`config.mk`:
```
export PLATFORM = sky130hd
export DESIGN_NAME = pla_array
export DESIGN_NICKNAME = d
export VERILOG_FILES = /design/src/rtl/pla_pkg.sv /design/src/rtl/pla_cfg_chain.sv /design/src/rtl/pla_and_plane.sv /design/src/rtl/pla_or_plane.sv /design/src/rtl/pla_array.sv
export SDC_FILE = /design/constraint.sdc
export NUM_CORES = 1
export LEC_CHECK = 0
export CAP_MARGIN = 20
export CORE_MARGIN = 1
export CORE_UTILIZATION = 40
export CTS_CLUSTER_SIZE = 8
export DETAILED_ROUTE_END_ITERATION = 16
export DONT_BUFFER_PORTS = 1
export REMOVE_ABC_BUFFERS = 1
export SYNTH_ARGS = -nofsm -noshare
export SYNTH_HDL_FRONTEND = slang
export SYNTH_HIERARCHICAL = 1
export SYNTH_SLANG_ARGS = --single-unit
```
`constraint.sdc`:
```
create_clock -name clk -period 2.3 [get_ports clk]
set_input_delay 0.23 -clock clk [delete_from_list [all_inputs] [get_ports clk]]
set_output_delay 0.23 -clock clk [all_outputs]
set_load 0.02 [all_outputs]
```
`src/rtl/pla_pkg.sv`:
```
package pla_pkg;
    typedef enum logic [1:0] {
        ST_EMPTY  = 2'd0,
        ST_LOAD   = 2'd1,
        ST_ACTIVE = 2'd2
    } pla_state_t;
endpackage

```
`src/rtl/pla_cfg_chain.sv`:
```
module pla_cfg_chain
    import pla_pkg::*;
#(
    parameter int unsigned CFG_W = 100
) (
    input  logic             clk,
    input  logic             rst_n,
    input  logic             cfg_load,
    input  logic             cfg_bit,
    output logic [CFG_W-1:0] cfg_vec,
    output logic             active
);
    pla_state_t state_q, state_d;
    logic [CFG_W-1:0] chain_q;

    // state register
    always_ff @(posedge clk) begin
        if (!rst_n) state_q <= ST_EMPTY;
        else        state_q <= state_d;
    end

    // next state
    always_comb begin
        state_d = state_q;
        unique case (state_q)
            ST_EMPTY:  if (cfg_load) state_d = ST_LOAD;
            ST_LOAD:   if (!cfg_load) state_d = ST_ACTIVE;
            ST_ACTIVE: if (cfg_load) state_d = ST_LOAD;
            default:   state_d = ST_EMPTY;
        endcase
    end

    // shift chain: first bit in ends at the top index
    always_ff @(posedge clk) begin
        if (!rst_n)        chain_q <= '0;
        else if (cfg_load) chain_q <= {chain_q[CFG_W-2:0], cfg_bit};
    end

    // outputs
    always_comb begin
        cfg_vec = chain_q;
        active  = (state_q == ST_ACTIVE);
    end


    hold_cfg_chk: assert property (@(posedge clk) disable iff (!rst_n)
        !cfg_load |=> $stable(chain_q));

    load_state_chk: assert property (@(posedge clk) disable iff (!rst_n)
        cfg_load |=> (state_q == ST_LOAD));

    go_active_chk: assert property (@(posedge clk) disable iff (!rst_n)
        (state_q == ST_LOAD && !cfg_load) |=> (state_q == ST_ACTIVE));
endmodule

```
`src/rtl/pla_and_plane.sv`:
```
module pla_and_plane #(
    parameter int unsigned N_IN   = 4,
    parameter int unsigned N_TERM = 8,
    localparam int unsigned LIT_W = 2 * N_IN
) (
    input  logic [N_IN-1:0]         data_in,
    input  logic [N_TERM*LIT_W-1:0] and_en,
    output logic [N_TERM-1:0]       terms
);
    logic [LIT_W-1:0] lits;

    for (genvar i = 0; i < N_IN; i++) begin : g_lit
        assign lits[2*i]   = data_in[i];
        assign lits[2*i+1] = ~data_in[i];
    end

    for (genvar t = 0; t < N_TERM; t++) begin : g_term
        logic [LIT_W-1:0] en;
        assign en       = and_en[t*LIT_W +: LIT_W];
        assign terms[t] = &(lits | ~en);

        always_comb begin

            if (en == '0) begin
                no_lit_term_chk: assert (terms[t] == 1'b1);
            end
            for (int i = 0; i < N_IN; i++) begin

                if (en[2*i] && en[2*i+1]) begin
                    contra_term_chk: assert (terms[t] == 1'b0);
                end
            end
        end
    end
endmodule

```
`src/rtl/pla_or_plane.sv`:
```
module pla_or_plane #(
    parameter int unsigned N_TERM = 8,
    parameter int unsigned N_OUT  = 4
) (
    input  logic [N_TERM-1:0]       terms,
    input  logic [N_OUT*N_TERM-1:0] or_en,
    input  logic [N_OUT-1:0]        inv,
    output logic [N_OUT-1:0]        outs
);
    for (genvar o = 0; o < N_OUT; o++) begin : g_out
        logic [N_TERM-1:0] conn;
        logic              sum;
        assign conn    = or_en[o*N_TERM +: N_TERM];
        assign sum     = |(terms & conn);
        assign outs[o] = sum ^ inv[o];

        always_comb begin

            if (conn == '0) begin
                empty_out_chk: assert (outs[o] == inv[o]);
            end
        end
    end
endmodule

```
`src/rtl/pla_array.sv`:
```
module pla_array #(
    parameter int unsigned N_IN   = 4,
    parameter int unsigned N_TERM = 8,
    parameter int unsigned N_OUT  = 4
) (
    input  logic             clk,
    input  logic             rst_n,
    input  logic             cfg_load,
    input  logic             cfg_bit,
    input  logic [N_IN-1:0]  data_in,
    output logic [N_OUT-1:0] data_out
);
    localparam int unsigned AND_W = N_TERM * 2 * N_IN;
    localparam int unsigned OR_W  = N_OUT * N_TERM;
    localparam int unsigned CFG_W = AND_W + OR_W + N_OUT;
    localparam int unsigned OR_LO  = N_OUT;
    localparam int unsigned AND_LO = N_OUT + OR_W;

    logic [CFG_W-1:0]  cfg_vec;
    logic              active;
    logic [N_TERM-1:0] terms;
    logic [N_OUT-1:0]  raw_out;

    pla_cfg_chain #(.CFG_W(CFG_W)) u_cfg (
        .clk      (clk),
        .rst_n    (rst_n),
        .cfg_load (cfg_load),
        .cfg_bit  (cfg_bit),
        .cfg_vec  (cfg_vec),
        .active   (active)
    );

    pla_and_plane #(.N_IN(N_IN), .N_TERM(N_TERM)) u_and (
        .data_in (data_in),
        .and_en  (cfg_vec[AND_LO +: AND_W]),
        .terms   (terms)
    );

    pla_or_plane #(.N_TERM(N_TERM), .N_OUT(N_OUT)) u_or (
        .terms (terms),
        .or_en (cfg_vec[OR_LO +: OR_W]),
        .inv   (cfg_vec[N_OUT-1:0]),
        .outs  (raw_out)
    );

    assign data_out = active ? raw_out : '0;


    quiet_load_chk: assert property (@(posedge clk) disable iff (!rst_n)
        cfg_load |=> (data_out == '0));
endmodule

```
======== Yosys cells after proc, flatten, opt, wreduce, memory -nomap -nowiden ========
Cells that the tools add are included.
word-level totals
  bits of input ports ..................... 8
  register bits ........................... 102
  word-level logic and storage cells ...... 53
  output and inout bits ................... 4
operators by class
  eq/ne operators ......................... 4
  bitwise gates (word level) .............. 28
  mux-type cells .......................... 4
  reduce and logical (&&, ||, !) cells .... 15
operators by type and width
  kind                                                                    number
  8-bit NOT                                                               8
  8-bit bitwise OR                                                        8
  8-bit AND reduction                                                     8
  8-bit AND                                                               4
  8-bit OR reduction                                                      4
  2-bit two-way mux                                                       2
  4-bit two-way mux                                                       1
  1-bit NOT                                                               4
  2-bit one-hot mux with 2 select lines                                   1
  1-bit bitwise XOR                                                       4
  2-bit by 1-bit equality test with 1-bit output (second input constant)  1
  2-bit equality test (second input constant)                             1
  2-bit logical NOT                                                       1
  2-bit by 1-bit != test with 1-bit output (second input constant)        1
  2-bit != test (second input constant)                                   1
  2-bit AND reduction                                                     1
  2-bit OR reduction                                                      1

======== Logic depth before layout (Yosys ltp) ========
Gate-level depths: netlist (run 1).
  word-level depth ........................ 7
  mapped depth ............................ 7
  mapped depth without buffers ............ 6

======== Modules after synthesis ========
Netlist (run 1), hierarchy kept.
by module, submodules not included
  module         seq. area each (sq um)  instances  area each (sq um)  cells each
  pla_cfg_chain  2042.0                  1          3940.0             330
  pla_and_plane  0.0                     1          435.4              44
  pla_or_plane   0.0                     1          185.2              24
  pla_array      0.0                     1          25.0               4

======== Worst setup path after synthesis (run 1) ========
OpenSTA, ideal clock, no wires.
  path kind ............................... input to output
  start ................................... input port data_in[2]
  end ..................................... output port data_out[2]
  buffers on the path ..................... 1
  arrival time ............................ 1.338 ns
  stages on the path ...................... 7
  setup slack ............................. 0.732 ns
  required time ........................... 2.070 ns
  cells stage by stage .................... buf_6 -> mux2i_1 -> and4_1 -> a22oi_1 -> nand4_1 -> xor2_1 -> and2_1
on the way
  word-level cells in the longest chain between the ends .. 7
  elaborated cells on any way between the ends .. 21
  classes of those cells .................. mux: 1; bitwise: 11; reduce/logical: 9
RTL lines
  element                  RTL line             source
  from (decl)              pla_array.sv:10      input logic [N_IN-1:0] data_in,
  1-bit NOT                pla_and_plane.sv:14  assign lits[2*i+1] = ~data_in[i];
  8-bit bitwise OR (*)     pla_and_plane.sv:20  assign terms[t] = &(lits | ~en);
  8-bit AND reduction (*)  pla_and_plane.sv:20
  via terms[0]             pla_array.sv:21      logic [N_TERM-1:0] terms;
  8-bit AND (*)            pla_or_plane.sv:14   assign sum = |(terms & conn);
  8-bit OR reduction (*)   pla_or_plane.sv:14
  1-bit bitwise XOR (*)    pla_or_plane.sv:15   assign outs[o] = sum ^ inv[o];
  via raw_out[2]           pla_array.sv:22      logic [N_OUT-1:0] raw_out;
  4-bit two-way mux (*)    pla_array.sv:46      assign data_out = active ? raw_out : '0;
  to (decl)                pla_array.sv:11      output logic [N_OUT-1:0] data_out
Mark *: on every way through the listed nets, which the timed path passes. The rest lies on a longest branch.

======== Worst setup path after layout (run 1) ========
  start ................................... register u_cfg.chain_q[89] (netlist: u_cfg/cfg_vec[89])
  end ..................................... output port data_out[3]
on the way
  word-level cells in the longest chain between the ends .. 7
RTL lines
  element                 RTL line             source
  from (decl)             pla_cfg_chain.sv:14  logic [CFG_W-1:0] chain_q;
  from (signal assigned)  pla_cfg_chain.sv:36  else if (cfg_load) chain_q <= {chain_q[CFG_W-2:0], cfg_bit};
  8-bit NOT               pla_and_plane.sv:20
  8-bit bitwise OR        pla_and_plane.sv:20
  8-bit AND reduction     pla_and_plane.sv:20
  via terms[6]            pla_array.sv:21
  8-bit AND               pla_or_plane.sv:14
  8-bit OR reduction      pla_or_plane.sv:14
  1-bit bitwise XOR       pla_or_plane.sv:15
  via raw_out[3]          pla_array.sv:22
  4-bit two-way mux       pla_array.sv:46
The timed path passes the listed nets, and every way through them passes these cells.

==> results.py, run 1 <==
metrics = {
    "outcome": {
        "status": "completed",
    },
    "die": {
        "boundaryPins": 12,
        "core.rowCount": 38,
        "start_util": 0.418,
        "die_y_um": 109,
        "core_area_um2": 11000,
        "dieArea_um2": 11900,
        "die_x_um": 109,
    },
    "synth": {
        "syn_avg_cell_area_um2": 11.4,
        "syn_area_um2": 4590,
        "yosysUniqueCellTypes": 19,
        "synth-seq-area-share": 0.445,
        "yosysWarnings": 6,
        "synthCells": 402,
        "ys_ff_latch": 102,
    },
    "timing": {
        "rsz0062_at_grt": "no",
        "fin_skew_ns": 0.00556,
        "maxSlewViolCount": 0,
        "worst_pin_slew_ns": 0.260,
        "relSlewSlack": 0.827,
        "max_freq_ghz": 0.467,
        "fin_crit_sh": 0.931,
        "worst_slack_ns": 0.159,
        "fin_crit_ns": 2.14,
        "setup_tns_ns": 0,
        "hold_viol": 0,
        "finalSetupViolations": 0,
    },
    "hold_path": {
        "hp-class": "input port to flip-flop",
        "worst_hold_path.num_cells": 1,
    },
    "layout": {
        "fillers": 1042,
        "layout.nets": 395,
        "final_core_util": 0.433,
        "syn_to_final_growth_pct": 3.74,
        "drive_gt1_frac": 0.0308,
        "diodes": 0,
        "seq_area_um2": 2040,
        "multiInputGateArea_um2": 2260,
    },
    "routing": {
        "route.detailed.drc": 0,
        "firstDrtPassIters": 4,
        "drtIter0Drc": 145,
        "wl_per_cell_um": 14.9,
        "ant_nets": 0,
        "routed_wl_um": 7890,
        "vias_per_cell": 5.02,
        "num_vias": 2659,
    },
    "place": {
        "place_congestion": 0.735,
        "post-place-ws_ns": 0.537,
        "dp_hpwl_um": 4710,
        "io_buffers": 0,
    },
    "critical_path": {
        "startpoint_type": "flip-flop",
        "worstSetupPathType": "flip-flop to primary output",
        "cp-end-kind": "primary output",
        "path_cells": "mux2i_1 -> and4_1 -> a22oi_1 -> nand4_1 -> xor2_1 -> and2_1",
        "crit_path_max_incr_delay_ns": 0.36,
        "cp_slowest_cell": "dfxtp_1",
        "worst-path-max-fanout": 4,
        "crit_required_ns": 2.07,
        "ff2ff_path_depth": 2,
        "critPathArrivalTime_ns": 1.91,
    },
    "global_route": {
        "grt-ovfl-total": 0,
        "gr-usage-met1": 0.179,
        "grt_antenna_before_repair": 0,
        "grt_util_met3": 0.0377,
        "met2_usage": 0.231,
        "grt_util_all_layers": 0.143,
        "busiest_layer": "met2",
        "grt_pass1_vias": 2600,
        "grt_max_degree": 103,
        "grt_pass1_wl_um": 12900,
    },
    "clock_tree": {
        "cts_buffer_depth": 2,
        "clk_latency_ns": 0.34,
        "clk_pin_slew_ns": 0.06,
        "cts_sinks": 102,
        "tritoncts": "yes",
        "cts_max_level": 3,
        "cts-root-buf": "clkbuf_16",
        "post_cts_resize_count": 0,
        "cts_made_buffers": 9,
        "hold_buffers": 1,
        "post_cts_buffers": 0,
    },
    "power": {
        "p_per_area_nw_per_um2": 690,
        "ir_drop_mv": 0.435,
        "power.leakage_nw": 1.88,
    },
    "flow_run": {
        "max_cap_viol_count": 0,
    },
}
## worst paths after layout
kind | to | startpoint | slack (ns)
max | data_out[3] | u_cfg/cfg_vec[89]$_SDFFE_PN0P_ | 0.16
min | u_cfg/cfg_vec[52]$_SDFFE_PN0P_ | rst_n | 0.02
max reg2reg | u_cfg/state_q[1]$_SDFFE_PN0P_ | u_cfg/state_q[0]$_SDFFE_PN0P_ | 1.59
min reg2reg | u_cfg/state_q[0]$_SDFFE_PN0P_ | u_cfg/state_q[1]$_SDFFE_PN0P_ | 0.47
## placed cells by master, fill, tap and decap left out
cell / count
a21oi_1: 1
a22oi_1: 15
a22oi_2: 1
and2_1: 4
and4_1: 8
bufinv_16: 1
clkbuf_1: 3
clkbuf_16: 9
clkinv_2: 1
dfxtp_1: 102
dlygate4sd3_1: 1
mux2i_1: 132
nand2_1: 1
nand4_1: 4
nor2b_1: 101
nor3b_1: 1
xnor2_1: 1
xor2_1: 4
## synthesized netlist by cell type, drive strengths merged
master  count  share of area
a21oi       1         0.0011
a22oi      16          0.027
and2        4         0.0055
and4        8          0.015
buf        17          0.054
clkbuf     10         0.0082
dfxtp     102           0.45
mux2i     132           0.29
nand2       1        0.00082
nand4       4         0.0055
nor2b     101           0.14
nor3b       1         0.0016
xnor2       1         0.0019
xor2        4         0.0076
## cell families (layout without fill, tap and decap cells)
kind of cell              Yosys count  count (layout)  synth area share
and+or+nand+nor                   119             119             0.166
muxes                             132             132             0.288
DFF                               102             102             0.445
buffers and inverters              27              15            0.0622
AOI/OAI and AO/OA                  17              17            0.0284
xor gates and xnor gates            5               5           0.00955
## cell type report
type / count / share of cell area
sequential: 102 / 0.429
timing repair buffer: 1 / 0.00210
tap: 140 / 0.0368
clock buffer: 12 / 0.0497
clock inverter: 2 / 0.00736
multi-input combinational: 273 / 0.475
## routing by layer
metal | vias up | share of wire
met1 | 1269 | 0.51
met5 | - | 0
met2 | 27 | 0.45
met4 | 0 | 0.016
met3 | 9 | 0.024
li1 | 1354 | -
## flip-flops by register name (all words and copies together) (netlist names)
register       cells
u_cfg/cfg_vec    100
u_cfg/state_q      2
## power by group
part / total (mW) / internal (mW) / switching, mW
logic: 0.0736 / 0.0697 / 0.00390
clock network: 1.43 / 0.831 / 0.604
registers: 1.77 / 1.77 / 0.00321
## per-stage QoR
stage                     instances  hold slack (ns)  cell area (um2)  total power [mW]
final                           530           0.0222             4760              3.28
after global routing            530           0.0121             4760              3.39
after CTS                       530           0.0134             4760              3.33
after detailed placement        515            0.344             4480              1.89
after global placement          515            0.334             4480              1.89
after floorplan                 375            0.306             4300              1.89
## worst max-delay path: cells and delay by family (launching register included)
family / cells / cell delay [ns]
xor gates and xnor gates: 1 / 0.18
AOI/OAI and AO/OA: 1 / 0.25
DFF: 1 / 0.36
and+or+nand+nor: 3 / 0.70
muxes: 1 / 0.08
No activity file was read; power rests on OpenSTA's default activity.
==> run 2, diff against run 1 <==
SYNTH_HIERARCHICAL = default   (was 1)
clock period = 1.84 ns   (was 2.3 ns; I/O delays follow)
==> run 2 against run 1 <==
  * The run now ends with setup timing left
  * First-iteration DRC count decreased by 28%
  * Worst hold slack lost 0.0035 ns
  * Synthesized area decreased by 2.7%
  * Via count increased by 2.9%
  * Combinational power is 78% higher
  * Global-route usage is 0.89 points higher
  * Count of clock-buffer cells in the layout is 1 lower
  * Register-to-register slack got worse by 1.0 ns
  * Critical path type unchanged
  * Critical endpoint is now data_out[2]
==> results.py, run 2 <==
metrics = {
    "outcome": {
        "status": "finished with violations",
        "violations": "setup timing",
    },
    "layout": {
        "layout.nets": 412,
        "multiInputGateArea_um2": 2320,
        "final_cell_mix": "mux2i_1 (136), nor2b_1 (101), dfxtp_1 (84)",
        "final_common_cell": "mux2i_1",
        "fillers": 1028,
        "final_area_um2": 4890,
        "final_core_util": 0.451,
        "drive_gt1_frac": 0.139,
        "seq_area_um2": 2060,
        "largest_register_ffs": 100,
        "diodes": 0,
        "syn_to_final_growth_pct": 9.48,
    },
    "global_route": {
        "grt_max_degree": 102,
        "gr-usage-met1": 0.216,
        "grt_antenna_before_repair": 0,
        "grt-ovfl-total": 0,
        "grt_util_all_layers": 0.152,
        "busiest_layer": "met2",
        "grt_pass1_vias": 2640,
        "grt_pass1_wl_um": 13500,
        "grt_util_met3": 0.0254,
        "met2_usage": 0.228,
    },
    "clock_tree": {
        "cts_made_buffers": 9,
        "cts_sinks": 102,
        "clk_latency_ns": 0.36,
        "tritoncts": "yes",
        "cts-root-buf": "clkbuf_8",
        "cts_buffer_depth": 2,
        "clk_pin_slew_ns": 0.10,
        "cts_max_level": 3,
    },
    "timing": {
        "setup_tns_ns": -0.248,
        "relSlewSlack": 0.648,
        "fin_crit_sh": 1.04,
        "max_freq_ghz": 0.523,
        "fin_skew_ns": 0.0115,
        "finalSetupViolations": 4,
        "worst_slack_ns": -0.0721,
        "maxSlewViolCount": 0,
        "hold_viol": 0,
        "hold_ws_ns": 0.0188,
        "worst_pin_slew_ns": 0.527,
        "fin_crit_ns": 1.91,
        "rsz0062_at_grt": "yes",
    },
    "hold_path": {
        "hp-class": "input port to flip-flop",
    },
    "flow_run": {
        "max_cap_viol_count": 0,
    },
    "power": {
        "p_sw_uw": 809,
        "switching_share": 0.216,
        "share_comb_of_total_power": 0.035,
        "clkPwrFrac": 0.374,
        "ir_drop_mv": 0.362,
        "p_int_mw": 2.94,
        "power.leakage_nw": 1.92,
        "pwr-share-seq": 0.591,
        "p_per_area_nw_per_um2": 767,
    },
    "synth": {
        "syn_avg_cell_area_um2": 11.0,
        "yosysUniqueCellTypes": 16,
        "synth.top_cell.area_share": 0.458,
        "synth-seq-area-share": 0.458,
        "synthCells": 406,
        "synthTopCellsByCount": "mux2i_1 (136), dfxtp_1 (102), nor2b_1 (101)",
        "syn_area_um2": 4460,
        "yosysWarnings": 0,
        "async_reset_ff_frac": 0,
        "ys_top_cells_by_area": "dfxtp_1 (46%), mux2i_1 (31%), nor2b_1 (14%)",
        "yosys_most_used_dff": "dfxtp_1",
        "ys_ff_latch": 102,
        "yosysMostFrequentCell": "mux2i_1",
        "synth_edf_count": 0,
        "yosys.area.top_type": "dfxtp_1",
    },
    "die": {
        "boundaryPins": 12,
        "die_x_um": 108,
        "dieArea_um2": 11600,
        "core_area_um2": 10800,
        "start_util": 0.412,
        "core.rowCount": 38,
        "die_y_um": 108,
    },
    "critical_path": {
        "critPathTopFamily": "simple AND/OR/NAND/NOR gates",
        "critPathArrivalTime_ns": 1.73,
        "worstSetupPathType": "flip-flop to primary output",
        "cp_slowest_cell": "dfxtp_2",
        "worst-path-max-fanout": 4,
        "path_cells": "mux2i_1 -> and4_4 -> a22oi_1 -> nand4_1 -> mux2i_1 -> buf_4",
        "r2r_slack_ns": 0.57,
        "cp-end-kind": "primary output",
        "crit_required_ns": 1.66,
        "crit_top_cell": "mux2i_1",
        "crit_path_max_incr_delay_ns": 0.34,
        "startpoint_type": "flip-flop",
        "critical_path_buf_inv_count": 1,
    },
    "routing": {
        "routed_wl_um": 8260,
        "route.detailed.drc": 0,
        "vias_per_cell": 4.98,
        "drtIter0Drc": 105,
        "wl_per_cell_um": 15.0,
        "ant_nets": 0,
        "firstDrtPassIters": 4,
        "num_vias": 2736,
    },
    "place": {
        "post-place-ws_ns": 0.203,
        "dp_hpwl_um": 4670,
        "place_congestion": 0.666,
        "placed_cell_area_um2": 4530,
        "io_buffers": 0,
    },
}
## run 2: logic make-up (layout without fill, tap and decap cells)
kind of cell	count (synthesis)	count (layout)	share of synthesized area
compound gates	17	17	0.0280
simple gates	123	123	0.177
flops	102	102	0.458
mux	136	136	0.305
buf+inv	27	30	0.0308
xor+xnor	1	1	0.00196
## run 2: timing repair
| action | CTS | global route |
|---|---|---|
| gates resized for setup | 24 | 7 |
| hold endpoints to repair | 102 | 0 |
| pin swaps | 11 | 6 |
| setup buffers | 6 | 0 |
| endpoints found under the setup margin | 4 | 4 |
| hold buffers | 4 | 0 |
## run 2: power groups by stage
stage	registers, mW	clock network, mW	logic [mW]
finish	2.21	1.40	0.131
global route	2.22	1.53	0.137
CTS	2.21	1.43	0.132
detailed placement	2.27	0	0.0932
global placement	2.27	0	0.0925
floorplan	2.27	0	0.0942
## run 2: path summary, 6_finish.rpt
kind | from | endpoint | cells past startpoint
max | u_cfg.cfg_vec[36]$_SDFFE_PN0P_ | data_out[2] | 6
min | cfg_load | u_cfg.cfg_vec[29]$_SDFFE_PN0P_ | 2
max reg2reg | u_cfg.state_q[0]$_SDFFE_PN0P_ | u_cfg.state_q[1]$_SDFFE_PN0P_ | 3
min reg2reg | u_cfg.state_q[1]$_SDFFE_PN0P_ | u_cfg.state_q[0]$_SDFFE_PN0P_ | 1
## run 2: cell type report
cell class / count / share of cell area
Clock buffer: 11 / 0.0269
Clock inverter: 5 / 0.0123
Multi-Input combinational cell: 277 / 0.475
Sequential cell: 102 / 0.423
Tap cell: 140 / 0.0359
Timing Repair Buffer: 14 / 0.0271
## run 2: metrics by stage
| stage | total power, mW | std cells |
|---|---|---|
| after floorplan | 2.36 | 379 |
| after global placement | 2.36 | 523 |
| after detailed placement | 2.36 | 523 |
| after CTS | 3.78 | 549 |
| after global routing | 3.88 | 549 |
| final | 3.75 | 549 |
## run 2: metal layers
layer | routed length [um] | up-vias
li1 | - | 1412
met4 | 97 | 0
met2 | 3660 | 20
met3 | 172 | 7
met5 | 0 | -
met1 | 4330 | 1297
